$ cat src/rtl/sbuf_pkg.sv
package sbuf_pkg;
  localparam int SB_ENTRIES = 4;
  localparam int SB_IDX_W   = $clog2(SB_ENTRIES + 1);

  typedef logic [SB_IDX_W-1:0] sbIdx_t;

  // Strobes from control to datapath
  typedef struct packed {
    logic   alloc;    // claim all entries for a new burst
    logic   clear;    // cancel all entries
    logic   fill;     // write a memory return into entry fillIdx
    sbIdx_t fillIdx;
    sbIdx_t reqIdx;   // entry whose tag is presented to memory
  } sbStrobe_t;
endpackage

$ cat src/rtl/sbuf_datapath.sv
module sbuf_datapath
  import sbuf_pkg::*;
#(
  parameter int ADDR_W = 28,
  parameter int LINE_W = 128
) (
  input  logic              clk,
  input  logic              rstN,
  input  sbStrobe_t         strb,
  input  logic [ADDR_W-1:0] fetchLine,
  input  logic [LINE_W-1:0] rspData,
  output logic              hitRdy,
  output logic              hitPend,
  output logic [LINE_W-1:0] hitData,
  output logic [ADDR_W-1:0] reqLine
);
  localparam int N = SB_ENTRIES;

  logic [N-1:0]        entVld;
  logic [N-1:0]        entRdy;
  logic [ADDR_W-1:0]   entTag  [N];
  logic [LINE_W-1:0]   entData [N];
  logic [N-1:0]        hitVec;

  for (genvar g = 0; g < N; g++) begin : gCmp
    assign hitVec[g] = entVld[g] && (entTag[g] == fetchLine);
  end

  assign hitRdy  = |(hitVec & entRdy);
  assign hitPend = |(hitVec & ~entRdy);

  always_comb begin
    hitData = '0;
    for (int i = 0; i < N; i++)
      if (hitVec[i]) hitData = hitData | entData[i];
  end

  always_comb begin
    reqLine = '0;
    for (int i = 0; i < N; i++)
      if (strb.reqIdx == SB_IDX_W'(i)) reqLine = entTag[i];
  end

  always_ff @(posedge clk) begin
    if (!rstN) begin
      entVld <= '0;
      entRdy <= '0;
      for (int i = 0; i < N; i++) entTag[i] <= '0;
    end else if (strb.clear) begin
      entVld <= '0;
      entRdy <= '0;
    end else if (strb.alloc) begin
      entVld <= '1;
      entRdy <= '0;
      for (int i = 0; i < N; i++) entTag[i] <= fetchLine + ADDR_W'(i);
    end else if (strb.fill) begin
      for (int i = 0; i < N; i++)
        if (strb.fillIdx == SB_IDX_W'(i)) entRdy[i] <= 1'b1;
    end
  end

  always_ff @(posedge clk) begin
    if (strb.fill && !strb.clear && !strb.alloc)
      for (int i = 0; i < N; i++)
        if (strb.fillIdx == SB_IDX_W'(i)) entData[i] <= rspData;
  end

  AST_HIT_ONEHOT: assert property (@(posedge clk) disable iff (!rstN) $onehot0(hitVec));
  AST_FILL_PENDING: assert property (@(posedge clk) disable iff (!rstN) strb.fill && !strb.clear && !strb.alloc |-> entVld != '0);
endmodule

$ cat src/rtl/sbuf_control.sv
module sbuf_control
  import sbuf_pkg::*;
(
  input  logic      clk,
  input  logic      rstN,
  input  logic      fetchValid,
  input  logic      cacheHit,
  input  logic      flush,
  input  logic      hitRdy,
  input  logic      hitPend,
  input  logic      memReqReady,
  input  logic      memRspValid,
  output logic      memReqValid,
  output logic      bufHit,
  output sbStrobe_t strb
);
  localparam int     N    = SB_ENTRIES;
  localparam int     W    = SB_IDX_W;
  localparam int     CW   = W + 1;
  localparam sbIdx_t IDLE = sbIdx_t'(N);
  localparam sbIdx_t ONE  = sbIdx_t'(1);

  sbIdx_t reqIdx, rspIdx;
  sbIdx_t dropCnt;   // cancelled returns still to arrive

  logic lookup, missAll, cancel, reqFire, dropNow, keepRsp;
  logic [CW-1:0] inFlight;

  assign lookup      = fetchValid && !cacheHit && !flush;
  assign bufHit      = lookup && hitRdy;
  assign missAll     = lookup && !hitRdy && !hitPend;
  assign cancel      = flush || missAll;
  assign memReqValid = (reqIdx < IDLE) && (dropCnt == '0);
  assign reqFire     = memReqValid && memReqReady;
  assign dropNow     = memRspValid && (dropCnt != '0);
  assign keepRsp     = memRspValid && (dropCnt == '0) && (rspIdx < reqIdx);
  assign inFlight    = CW'(dropCnt) + CW'(reqIdx - rspIdx) + CW'(reqFire) - CW'(memRspValid);

  always_ff @(posedge clk) begin
    if (!rstN) begin
      reqIdx  <= IDLE;
      rspIdx  <= IDLE;
      dropCnt <= '0;
    end else if (cancel) begin
      dropCnt <= sbIdx_t'(inFlight);
      reqIdx  <= missAll ? '0 : IDLE;
      rspIdx  <= missAll ? '0 : IDLE;
    end else begin
      if (reqFire) reqIdx  <= reqIdx + ONE;
      if (keepRsp) rspIdx  <= rspIdx + ONE;
      if (dropNow) dropCnt <= dropCnt - ONE;
    end
  end

  always_comb begin
    strb.alloc   = missAll;
    strb.clear   = flush;
    strb.fill    = keepRsp && !cancel;
    strb.fillIdx = rspIdx;
    strb.reqIdx  = reqIdx;
  end

  AST_RSP_BEHIND_REQ: assert property (@(posedge clk) disable iff (!rstN) rspIdx <= reqIdx);
  AST_DRAIN_FIRST: assert property (@(posedge clk) disable iff (!rstN) dropCnt != '0 |-> rspIdx == reqIdx);
  AST_MISS_ARMS: assert property (@(posedge clk) disable iff (!rstN) missAll |=> reqIdx == '0 && rspIdx == '0);
endmodule

$ cat src/rtl/sbuf_top.sv
module sbuf_top
  import sbuf_pkg::*;
#(
  parameter int ADDR_W = 28,
  parameter int LINE_W = 128
) (
  input  logic              clk,
  input  logic              rstN,
  input  logic              fetchValid,
  input  logic [ADDR_W-1:0] fetchLine,
  input  logic              cacheHit,
  input  logic              flush,
  output logic              memReqValid,
  input  logic              memReqReady,
  output logic [ADDR_W-1:0] memReqLine,
  input  logic              memRspValid,
  input  logic [LINE_W-1:0] memRspData,
  output logic              fillValid,
  output logic [ADDR_W-1:0] fillLine,
  output logic [LINE_W-1:0] fillData,
  output logic              pipeValid,
  output logic [LINE_W-1:0] pipeData
);
  sbStrobe_t         strb;
  logic              hitRdy, hitPend, bufHit;
  logic [LINE_W-1:0] hitData;

  sbuf_control uCtrl (
    .clk        (clk),
    .rstN       (rstN),
    .fetchValid (fetchValid),
    .cacheHit   (cacheHit),
    .flush      (flush),
    .hitRdy     (hitRdy),
    .hitPend    (hitPend),
    .memReqReady(memReqReady),
    .memRspValid(memRspValid),
    .memReqValid(memReqValid),
    .bufHit     (bufHit),
    .strb       (strb)
  );

  sbuf_datapath #(.ADDR_W(ADDR_W), .LINE_W(LINE_W)) uData (
    .clk      (clk),
    .rstN     (rstN),
    .strb     (strb),
    .fetchLine(fetchLine),
    .rspData  (memRspData),
    .hitRdy   (hitRdy),
    .hitPend  (hitPend),
    .hitData  (hitData),
    .reqLine  (memReqLine)
  );

  assign pipeValid = bufHit;
  assign pipeData  = hitData;
  assign fillValid = bufHit;
  assign fillLine  = fetchLine;
  assign fillData  = hitData;

  AST_REQ_HOLD: assert property (@(posedge clk) disable iff (!rstN) memReqValid && !memReqReady && !flush && !strb.alloc |=> memReqValid && $stable(memReqLine));
  AST_FLUSH_QUIET: assert property (@(posedge clk) disable iff (!rstN) flush |=> !memReqValid && !pipeValid);
  AST_CACHE_QUIET: assert property (@(posedge clk) disable iff (!rstN) fetchValid && cacheHit && !memReqValid |=> !memReqValid);
endmodule

$ cat config.mk
export PLATFORM = sky130hd
export DESIGN_NAME = sbuf_top
export DESIGN_NICKNAME = d
export VERILOG_FILES = /design/src/rtl/sbuf_pkg.sv /design/src/rtl/sbuf_datapath.sv /design/src/rtl/sbuf_control.sv /design/src/rtl/sbuf_top.sv
export SDC_FILE = /design/constraint.sdc
export NUM_CORES = 1
export LEC_CHECK = 0
export BUFFER_PORTS_ARGS = -buffer_cell sky130_fd_sc_hd__buf_2
export CORE_MARGIN = 10
export CORE_UTILIZATION = 40
export CTS_BUF_LIST = sky130_fd_sc_hd__clkbuf_16
export CTS_CLUSTER_DIAMETER = 40
export CTS_CLUSTER_SIZE = 25
export DETAILED_ROUTE_END_ITERATION = 16
export PLACE_DENSITY = 0.56
export SYNTH_ARGS = -nofsm -noshare
export SYNTH_HDL_FRONTEND = slang
export SYNTH_SLANG_ARGS = --single-unit
$ cat constraint.sdc
create_clock -name clk -period 7.7 [get_ports clk]
set_clock_uncertainty 0.15 [all_clocks]
set_input_delay 0.77 -clock clk [delete_from_list [all_inputs] [get_ports clk]]
set_output_delay 0.77 -clock clk [all_outputs]
set_load 0.005 [all_outputs]
==> impl_metrics.py <==
metrics = {
    "cts": {
        "hold_buffers": 0,
        "cts_max_level": 3,
        "cts_root_buffer": "clkbuf_16",
        "clockBufferDepth": 3,
        "clk_pin_slew_ns": 0.06,
        "cts_buffers": 99,
        "clock_latency_ns": 0.64,
        "cts.repair.resized": 0,
        "cts_tree": "built",
        "cts.sinks": 636,
        "post_cts.repair.setup_buffers": 0,
    },
    "floorplanning": {
        "die_y_um": 284.9,
        "ios": 478,
        "die_x_um": 284.9,
        "core_area_um2": 69790,
        "rows": 97,
        "start_util_pct": 40.23,
        "die_area_um2": 81180,
    },
    "critical_path": {
        "critPathMaxStageDelay_ns": 0.86,
        "endpoint_kind": "primary output",
        "worst-path-buf-inv": 3,
        "r2r_slack_ns": 2.89,
        "worstPathRequired_ns": 6.78,
        "worst_setup_path_start_kind": "flip-flop",
        "crit_path_frequent_cell": "buf_4",
        "arrival_ns": 4.77,
        "path_class": "flip-flop to primary output",
        "slowest_stage": "buf_4",
        "path_max_fanout": 76,
        "crit_cells": 9,
        "cp_cell_sequence": "xnor2_1, nand4_1, or4_1, nor4_4, buf_4, buf_4, a22oi_1, nand2_1, buf_2",
        "rr_worst_depth": 7,
        "cpLargestDelayFamily": "buffers and inverters",
    },
    "cells_and_area": {
        "syn2layout_area_growth_pct": 20.04,
        "utilization_pct": 48.29,
        "drive_gt1_share_pct": 28.21,
        "multi_input_area_um2": 7153,
        "fill_cells": 6056,
        "nets": 2562,
        "regArea_um2": 18960,
    },
    "grt": {
        "gr-total-overflow": 0,
        "grt_pass1_vias": 18762,
        "grt_use_total_pct": 20.13,
        "antenna_found_initial": 23,
        "grt_start_max_net_pins": 130,
        "grt_pass1_wl_mm": 124.6,
    },
    "sta": {
        "worst_pin_slew_ns": 1.326,
        "final.setup.worst_slack_ns": 2.007,
        "timing.final.crit_period_ns": 5.693,
        "post-route-period-util_pct": 73.93,
        "final-setup-viol-count": 0,
        "fmax_mhz": 175.7,
        "maxSlewViolCount": 0,
        "hold_ws_ns": 0.1732,
        "rsz0062_at_grt": "false",
        "relSlewSlack_pct": 11.63,
        "fin_setup_tns_ns": 0,
        "hold_viol": 0,
    },
    "yosys": {
        "yosysTopAreaCellShare_pct": 66.53,
        "syn_area_um2": 28070,
        "synth_edf_count": 622,
        "syn_inst": 2058,
        "yosysMostFrequentCell": "edfxtp_1",
        "synth.distinct_cells": 47,
        "synth_mux_area_share_pct": 0.07131,
        "synth_compound_area_share_pct": 9.565,
        "ys_warn_count": 0,
        "yosysSeqAreaShare_pct": 67.53,
        "synth_top_family_by_area": "compound AO/OA/AOI/OAI gates",
        "ys.flop_type": "edfxtp_1",
        "ys_ff_latch": 636,
        "synth_xor_area_share_pct": 5.959,
        "syn_nets": 2244,
        "synth_top_cells_by_count": "edfxtp_1, a22oi_1, xnor2_1",
        "synth_area_leader_cell": "edfxtp_1",
        "synthTopCellsByArea": "edfxtp_1, a22oi_1, xnor2_1",
        "synth-simple-area-share_pct": 8.446,
        "synth_fa_ha_area_share_pct": 1.159,
        "synth.avg_cell_area_um2": 13.64,
        "synthArstFlopShare_pct": 0,
    },
    "place": {
        "post-place-ws_ns": 2.101,
        "gp_congestion": 0.8952,
        "io_buffers": 477,
        "place.detailed.hpwl_mm": 56.14,
    },
    "detailed_routing": {
        "routed_via_density": 5.367,
        "routed_wl_mm": 84.99,
        "drt-initial-drc-count": 1483,
        "drc_errors": 0,
        "drtPass1Iterations": 5,
        "wire_per_inst_um": 24.92,
        "vias": 18303,
        "ant_nets": 0,
    },
    "run_status": {
        "status": "finished, final reports clean",
    },
    "worst_hold_path": {
        "hold_path_depth": 1,
        "min_path_type": "input pin to flip-flop",
    },
    "power_and_ir_drop": {
        "powerDensity_nw_per_um2": 261.5,
        "power.leakage_nw": 12.58,
        "peakVddDrop_uv": 199.0,
    },
    "job": {
        "cap_violations": 0,
    },
}
path summary, 6_finish.rpt:
path,startpoint,to
worst max register to register,uData.entTag[0][27],uData.entData[3][76]
worst min-delay path,memRspData[95],uData.entData[3][95]
worst max-delay path,uData.entTag[0][93],pipeData[74]
worst min register to register,uData.entVld[0],uData.entVld[0]
power by group:
group          internal (mW)  switching [mW]  leakage [nW]  total, mW
Clock                   2.80            1.70          1.67       4.50
Combinational          0.142           0.272          5.12      0.414
Sequential              3.85          0.0407          5.80       3.90
Total                   6.80            2.01          12.6       8.81
layout by cell type, fill, tap and decap left out, types with 5 or more instances in the layout:
master | synthesis | layout
bufinv_16 | 0 | 12
nand4_1 | 54 | 54
dfxtp_1 | 14 | 14
o21ai_0 | 7 | 7
clkinv_4 | 0 | 9
diode_2 | 0 | 10
nor3_1 | 123 | 123
clkinvlp_4 | 0 | 13
nand3_1 | 28 | 28
buf_2 | 58 | 477
inv_6 | 0 | 8
ha_1 | 18 | 17
edfxtp_1 | 622 | 622
nor4_1 | 17 | 16
buf_4 | 165 | 19
nor2_1 | 27 | 27
clkinv_2 | 0 | 12
inv_1 | 72 | 78
clkinv_16 | 0 | 5
and2_1 | 7 | 6
nand2_1 | 183 | 182
clkbuf_16 | 0 | 99
xnor2_1 | 190 | 190
or4_1 | 5 | 5
or3_1 | 5 | 5
fa_1 | 5 | 5
a22oi_1 | 259 | 259
nor3b_2 | 8 | 10
clkinv_1 | 0 | 14
a21oi_1 | 64 | 64
buf_12 | 0 | 6
a221o_1 | 26 | 26
metrics by stage:
stage	instances	cell area, µm²	power [mW]
floorplan	2058	28070	4.196
global placement	3215	30210	4.369
detailed placement	3215	30210	4.373
CTS	3400	33670	8.896
global route	3402	33680	9.101
finish	3410	33700	8.813
metal layers:
metal	routed length, µm	vias up	track usage, %
li1	-	8280	-
met4	1917	24	5.488
met3	6087	143	5.289
met2	41880	709	33.66
met5	138	-	0
met1	34970	9147	25.59
area by class of cell:
class | count | area share (%)
flip-flops and latches | 636 | 56.26
clock inverters | 86 | 2.933
clock buffers | 99 | 7.351
repair buffers | 502 | 7.864
well taps | 940 | 3.490
diodes | 10 | 0.07426
inverters | 72 | 0.8057
multi-input cells | 1065 | 21.23
sequential cells by signal, indices dropped and copies added (netlist names):
register / cells
uData.entData: 512
uData.entTag: 110
uData.entRdy: 4
uCtrl.dropCnt: 3
uCtrl.reqIdx: 3
uCtrl.rspIdx: 3
uData.entVld: 1
cell families (layout without fill, tap and decap cells):
family,after synthesis,after routing
adders and majority gates,23,23
and+or+nand+nor,479,479
muxes,2,2
DFF,636,636
xor gates and xnor gates,191,191
AOI/OAI and AO/OA,370,370
buffers and inverters,357,759
other,0,10
No activity file was read; power rests on OpenSTA's default activity.
